--- config.mk ---
export PLATFORM = sky130hd
export DESIGN_NAME = rst_pin_ctrl
export DESIGN_NICKNAME = d
export VERILOG_FILES = /design/src/rtl/rpc_pkg.sv /design/src/rtl/rpc_sync.sv /design/src/rtl/rpc_ext_detect.sv /design/src/rtl/rpc_seq.sv /design/src/rtl/rst_pin_ctrl.sv
export SDC_FILE = /design/constraint.sdc
export NUM_CORES = 1
export LEC_CHECK = 0
export BUFFER_PORTS_ARGS = -buffer_cell sky130_fd_sc_hd__buf_4
export CAP_MARGIN = 0
export CORE_MARGIN = 10
export CORE_UTILIZATION = 52
export DETAILED_ROUTE_END_ITERATION = 8
export GPL_ROUTABILITY_DRIVEN = 0
export PLACE_DENSITY = 0.74
export REMOVE_ABC_BUFFERS = 1
export SLEW_MARGIN = 5
export SYNTH_ARGS = -nofsm -noshare
export SYNTH_HDL_FRONTEND = slang
export SYNTH_SLANG_ARGS = --single-unit
--- constraint.sdc ---
create_clock -name clk_i -period 2.4 [get_ports clk_i]
set_input_delay 0.48 -clock clk_i [delete_from_list [all_inputs] [get_ports clk_i]]
set_output_delay 0.48 -clock clk_i [all_outputs]
set_load 0.05 [all_outputs]
--- src/rtl/rpc_pkg.sv ---
`timescale 1ns/1ps
package rpc_pkg;
  typedef enum logic [1:0] {
    ST_IDLE  = 2'd0,
    ST_DRIVE = 2'd1,
    ST_WAIT  = 2'd2
  } rpc_state_e;
endpackage

--- src/rtl/rpc_sync.sv ---
`timescale 1ns/1ps
module rpc_sync #(
  parameter int   STAGES  = 2,
  parameter logic RST_VAL = 1'b1
) (
  input  logic clk_i,
  input  logic rst_ni,
  input  logic d_i,
  output logic q_o
);
  logic [STAGES-1:0] sr_q;

  always_ff @(posedge clk_i or negedge rst_ni) begin
    if (!rst_ni) sr_q <= {STAGES{RST_VAL}};
    else         sr_q <= {sr_q[STAGES-2:0], d_i};
  end

  assign q_o = sr_q[STAGES-1];
endmodule

--- src/rtl/rpc_ext_detect.sv ---
`timescale 1ns/1ps
module rpc_ext_detect #(
  parameter int EXT_LOW_MIN = 1
) (
  input  logic clk_i,
  input  logic rst_ni,
  input  logic pin_s_i,
  output logic hit_o
);
  localparam int LOW_W = $clog2(EXT_LOW_MIN + 1);
  localparam logic [LOW_W-1:0] RUN_SAT = LOW_W'(EXT_LOW_MIN);

  logic [LOW_W-1:0] run_q;
  logic [LOW_W:0]   run_next;

  assign run_next = {1'b0, run_q} + 1'b1;
  // the current low sample counts toward the run
  assign hit_o = !pin_s_i && (run_next >= {1'b0, RUN_SAT});

  always_ff @(posedge clk_i or negedge rst_ni) begin
    if (!rst_ni)            run_q <= '0;
    else if (pin_s_i)       run_q <= '0;
    else if (run_q < RUN_SAT) run_q <= run_next[LOW_W-1:0];
  end

  AST_RUN_SAT: assert property (@(posedge clk_i) disable iff (!rst_ni)
    run_q <= RUN_SAT);
  AST_HIGH_CLEARS: assert property (@(posedge clk_i) disable iff (!rst_ni)
    pin_s_i |=> (run_q == '0));
endmodule

--- src/rtl/rpc_seq.sv ---
`timescale 1ns/1ps
module rpc_seq
  import rpc_pkg::*;
#(
  parameter int DRIVE_CYC = 34,
  parameter int WAIT_CYC  = 38
) (
  input  logic clk_i,
  input  logic rst_ni,
  input  logic start_i,
  input  logic restart_i,
  input  logic pin_s_i,
  input  logic mode_i,
  output logic drive_o,
  output logic sys_rst_o,
  output logic cause_ext_o,
  output logic cause_int_o,
  output logic mode_o
);
  localparam int MAX_CYC = (DRIVE_CYC > WAIT_CYC) ? DRIVE_CYC : WAIT_CYC;
  localparam int CNT_W   = $clog2(MAX_CYC);
  localparam logic [CNT_W-1:0] DRV_LAST = CNT_W'(DRIVE_CYC - 1);
  localparam logic [CNT_W-1:0] WT_LAST  = CNT_W'(WAIT_CYC - 1);

  rpc_state_e       st_q;
  logic [CNT_W-1:0] cnt_q;
  logic             cause_ext_q, cause_int_q, mode_q;
  logic             sample_now;

  assign sample_now = (st_q == ST_WAIT) && (cnt_q == WT_LAST) && !restart_i;

  always_ff @(posedge clk_i or negedge rst_ni) begin
    if (!rst_ni) begin
      st_q        <= ST_DRIVE;
      cnt_q       <= '0;
      cause_ext_q <= 1'b0;
      cause_int_q <= 1'b0;
      mode_q      <= 1'b0;
    end else begin
      unique case (st_q)
        ST_IDLE: begin
          if (start_i) begin
            st_q  <= ST_DRIVE;
            cnt_q <= '0;
          end
        end
        ST_DRIVE: begin
          if (restart_i) begin
            cnt_q <= '0;
          end else if (cnt_q == DRV_LAST) begin
            st_q  <= ST_WAIT;
            cnt_q <= '0;
          end else begin
            cnt_q <= cnt_q + 1'b1;
          end
        end
        ST_WAIT: begin
          if (restart_i) begin
            st_q  <= ST_DRIVE;
            cnt_q <= '0;
          end else if (cnt_q == WT_LAST) begin
            cause_ext_q <= !pin_s_i;
            cause_int_q <= pin_s_i;
            cnt_q       <= '0;
            if (pin_s_i) begin
              st_q   <= ST_IDLE;
              mode_q <= mode_i;
            end else begin
              // pin still held: keep reset, drive again
              st_q <= ST_DRIVE;
            end
          end else begin
            cnt_q <= cnt_q + 1'b1;
          end
        end
        default: begin
          st_q  <= ST_DRIVE;
          cnt_q <= '0;
        end
      endcase
    end
  end

  assign drive_o     = (st_q == ST_DRIVE);
  assign sys_rst_o   = (st_q != ST_IDLE);
  assign cause_ext_o = cause_ext_q;
  assign cause_int_o = cause_int_q;
  assign mode_o      = mode_q;

  AST_DRIVE_BOUND: assert property (@(posedge clk_i) disable iff (!rst_ni)
    (st_q == ST_DRIVE) |-> (cnt_q <= DRV_LAST));
  AST_WAIT_BOUND: assert property (@(posedge clk_i) disable iff (!rst_ni)
    (st_q == ST_WAIT) |-> (cnt_q <= WT_LAST));
  AST_CAUSE_EXCL: assert property (@(posedge clk_i) disable iff (!rst_ni)
    $onehot0({cause_ext_q, cause_int_q}));
  AST_FLAGS_HOLD: assert property (@(posedge clk_i) disable iff (!rst_ni)
    !sample_now |=> $stable({cause_ext_q, cause_int_q, mode_q}));
  AST_RESTART: assert property (@(posedge clk_i) disable iff (!rst_ni)
    ((st_q != ST_IDLE) && restart_i) |=> ((st_q == ST_DRIVE) && (cnt_q == '0)));
  AST_RELEASE_PIN_HIGH: assert property (@(posedge clk_i) disable iff (!rst_ni)
    $fell(sys_rst_o) |-> (cause_int_q && !cause_ext_q));
endmodule

--- src/rtl/rst_pin_ctrl.sv ---
`timescale 1ns/1ps
module rst_pin_ctrl #(
  parameter int N_SRC       = 4,
  parameter int DRIVE_CYC   = 34,
  parameter int WAIT_CYC    = 38,
  parameter int SYNC_STAGES = 2,
  parameter int EXT_LOW_MIN = 1
) (
  input  logic             clk_i,
  input  logic             rst_ni,
  input  logic [N_SRC-1:0] int_req_i,
  input  logic             pin_i,
  input  logic             mode_i,
  output logic             pin_drive_o,
  output logic             sys_rst_o,
  output logic             cause_ext_o,
  output logic             cause_int_o,
  output logic             mode_o
);
  logic pin_s, ext_hit, any_int;

  assign any_int = |int_req_i;

  rpc_sync #(.STAGES(SYNC_STAGES), .RST_VAL(1'b1)) u_sync (
    .clk_i (clk_i),
    .rst_ni(rst_ni),
    .d_i   (pin_i),
    .q_o   (pin_s)
  );

  rpc_ext_detect #(.EXT_LOW_MIN(EXT_LOW_MIN)) u_detect (
    .clk_i  (clk_i),
    .rst_ni (rst_ni),
    .pin_s_i(pin_s),
    .hit_o  (ext_hit)
  );

  rpc_seq #(.DRIVE_CYC(DRIVE_CYC), .WAIT_CYC(WAIT_CYC)) u_seq (
    .clk_i      (clk_i),
    .rst_ni     (rst_ni),
    .start_i    (any_int | ext_hit),
    .restart_i  (any_int),
    .pin_s_i    (pin_s),
    .mode_i     (mode_i),
    .drive_o    (pin_drive_o),
    .sys_rst_o  (sys_rst_o),
    .cause_ext_o(cause_ext_o),
    .cause_int_o(cause_int_o),
    .mode_o     (mode_o)
  );

  AST_EXT_START: assert property (@(posedge clk_i) disable iff (!rst_ni)
    (!sys_rst_o && ext_hit) |=> pin_drive_o);
  AST_INT_START: assert property (@(posedge clk_i) disable iff (!rst_ni)
    (!sys_rst_o && any_int) |=> (pin_drive_o && sys_rst_o));
  AST_DRIVE_IN_RST: assert property (@(posedge clk_i) disable iff (!rst_ni)
    $rose(pin_drive_o) |-> sys_rst_o);
endmodule

==> impl_metrics.yaml <==
outcome:
  run_status: "finished, final reports clean"
layout:
  fill_cells: 120
  num_antenna_cells: 0
  area_growth_pct: 18.9
  fin_area_um2: 841
  nets: 99
  final_layout_size_suffix_gt1_share_pct: 27.1
routing:
  antenna_left: 0
  drcViolationCount: 0
  routed_wl_um: 1580
  first_iter_violations: 12
  routed_via_density: 5.89
  vias: 589
  firstDrtPassIters: 4
  wire_per_inst_um: 15.8
logic_synthesis:
  synthXorXnorAreaFrac_pct: 0
  syn_avg_cell_area_um2: 10.1
  synthAdderAreaFrac_pct: 8.85
  muxShareOfSynthArea_pct: 3.01
  synthTopCellsByArea: "dfrtp_1, dfstp_2, ha_1"
  yosys.area_share.simple_pct: 22.5
  postSynth.asyncResetShare_pct: 100
  synth-warning-count: 0
  synth-seq-area-share_pct: 46.5
  synth_seq_cells: 13
  yosysMostFrequentCell: "dfrtp_1"
  synth_top_cell_area_share_pct: 35.4
  synth_top_cell_by_area: "dfrtp_1"
  synth_top_family_by_area: "simple AND/OR/NAND/NOR gates"
  synth_edf_count: 0
  yosys-top-cells-count: "dfrtp_1, nand2_1, o21ai_0"
  synth.distinct_cells: 28
  yosys_most_used_dff: "dfrtp_1"
  syn_area_um2: 707
  synth_compound_area_share_pct: 15.2
  synth_cells: 70
grt:
  grt_start_max_net_pins: 14
  grt_pass1_wl_um: 2570
  grt.total_usage_pct: 10.0
  grt_antenna_before_repair: 0
  grt_pass1_vias: 575
  grt_overflow_total: 0
timing:
  setup_viol: 0
  rsz0062_at_grt: "false"
  worstMarginPinSlew_ps: 374
  timing_hold_violations_final: 0
  fin_tns_setup_ps: 0
  slew_headroom_pct: 74.9
  worst_hold_slack_ps: 25.8
  report.final.slew_viol_count: 0
  finalCritPeriodShare_pct: 82.9
  max_freq_ghz: 0.503
  setup_ws_ps: 411
  post-route-min-period_ps: 1990
  fin_worst_skew_ps: 7.54
min_path:
  min_path_type: "input port to asynchronous set/reset pin"
worst_setup_path:
  max_stage_delay_ps: 540
  cpMaxStageDelayCell: "dfstp_2"
  crit_fanout: 5
  path_cells: "inv_1 -> ha_1 -> o21ai_0 -> a211o_1 -> or4_1 -> o21ai_0"
  crit_arrival_ps: 2190
  cp.required_ps: 2600
  timing_worst_setup_path_type: "register to register"
  startpoint_type: "register"
  cpMostUsedCell: "o21ai_0"
  end_kind: "register"
cts:
  clkSinkCount: 13
  cts_setup_buffers: 0
  clk_latency_ps: 280
  cts_tree: "built"
  clockRootBuffer: "clkbuf_4"
  clkTransAtPathRegs_ps: 80
  htree_levels: 1
  cts_made_buffers: 3
  cts_resized: 0
  cts-hold-fix-buffers: 0
  max-clock-path-buffers: 2
place:
  pre_cts_ws_ps: 332
  portBuffers: 12
  dp_hpwl_um: 1200
  place_area_um2: 815
floorplanning:
  dieArea_um2: 3230
  die_x_um: 56.9
  coreArea_um2: 1280
  fp.dieH_um: 56.9
  io_pins: 13
  rows: 13
  initial_utilization_pct: 55.0
power:
  p_leak_uw: 0.000388
  ir_worst_vdd_mv: 0.301
  powerDensity_nw_per_um2: 452
run:
  drv_cap: 0
[state kept, by name, indices dropped and copies added (netlist names)]
signal and flops:
u_seq.cnt_q 6, u_seq.st_q 2, u_sync.sr_q 2, u_seq.cause_ext_o 1
u_seq.cause_int_o 1, u_seq.mode_o 1
[metal layers]
metal	up-vias	part of all wire, %	wire (um)	track usage [%]
met4	0	1.7	27	5.03
met2	23	47	742	16.9
li1	286	-	-	-
met3	4	8.2	129	3.60
met5	-	0	0	0
met1	276	43	679	10.7
[worst paths after layout]
| check | slack (ps) | startpoint | depth (start not counted) | end |
|---|---|---|---|---|
| worst min-delay path | 30 | rst_ni | 1 | u_seq.cnt_q[3] |
| max in group asynchronous | 2130 | rst_ni | 1 | u_sync.sr_q[1] |
| min in group clk_i | 310 | pin_i | 1 | u_sync.sr_q[0] |
| worst max-delay path | 410 | u_seq.st_q[0] | 6 | u_seq.cnt_q[4] |
| worst min register to register | 360 | u_sync.sr_q[0] | 0 | u_sync.sr_q[1] |
| worst max register to register | 410 | u_seq.st_q[0] | 6 | u_seq.cnt_q[4] |
[area by class of cell]
| class | count | area (um2) | area share, % |
|---|---|---|---|
| multi-input combinational | 50 | 350 | 41.7 |
| sequential | 13 | 329 | 39.1 |
| timing repair buffer | 13 | 97.6 | 11.6 |
| clock buffer | 4 | 26.3 | 3.13 |
| tap | 15 | 18.8 | 2.23 |
| inverter | 5 | 18.8 | 2.23 |
[critical path, delay by kind of cell, from the launching register on]
| kind | cells | cell delay [ps] |
|---|---|---|
| flops | 1 | 540 |
| buf+inv | 1 | 70 |
| simple gates | 1 | 470 |
| compound gates | 3 | 560 |
| fa+ha+maj | 1 | 270 |
[cells by family after synthesis]
kind of cell	count (synthesis)
AOI/OAI and AO/OA	16
and+or+nand+nor	27
muxes	2
adders and majority gates	5
buffers and inverters	7
DFF	13
[power by group]
part | internal (uW) | total [uW] | switching (uW)
clock network | 64.5 | 136 | 71.7
registers | 223 | 225 | 1.98
logic | 9.83 | 19.1 | 9.28
total | 297 | 380 | 83.0
[cell usage in the layout (no fill, tap or decap), types with 2 or more instances in the layout]
master and instances:
or4_1 2, o2bb2ai_1 2, buf_4 13, nand3_1 5
nand4_1 2, nand2b_1 2, o21ai_0 7, nand2_1 7
ha_1 5, inv_1 5, dfrtp_1 10, dfstp_2 3
and3_1 3, a211oi_1 2, clkbuf_4 3
[through the flow]
stage | util [%] | cells | total power (uW)
finish | 65.4 | 100 | 380
global route | 65.4 | 100 | 397
CTS | 65.4 | 100 | 384
detailed placement | 63.4 | 96 | 248
global placement | 63.4 | 96 | 247
floorplan | - | 68 | 232
Note: power is estimated with default switching activity, not from simulation.
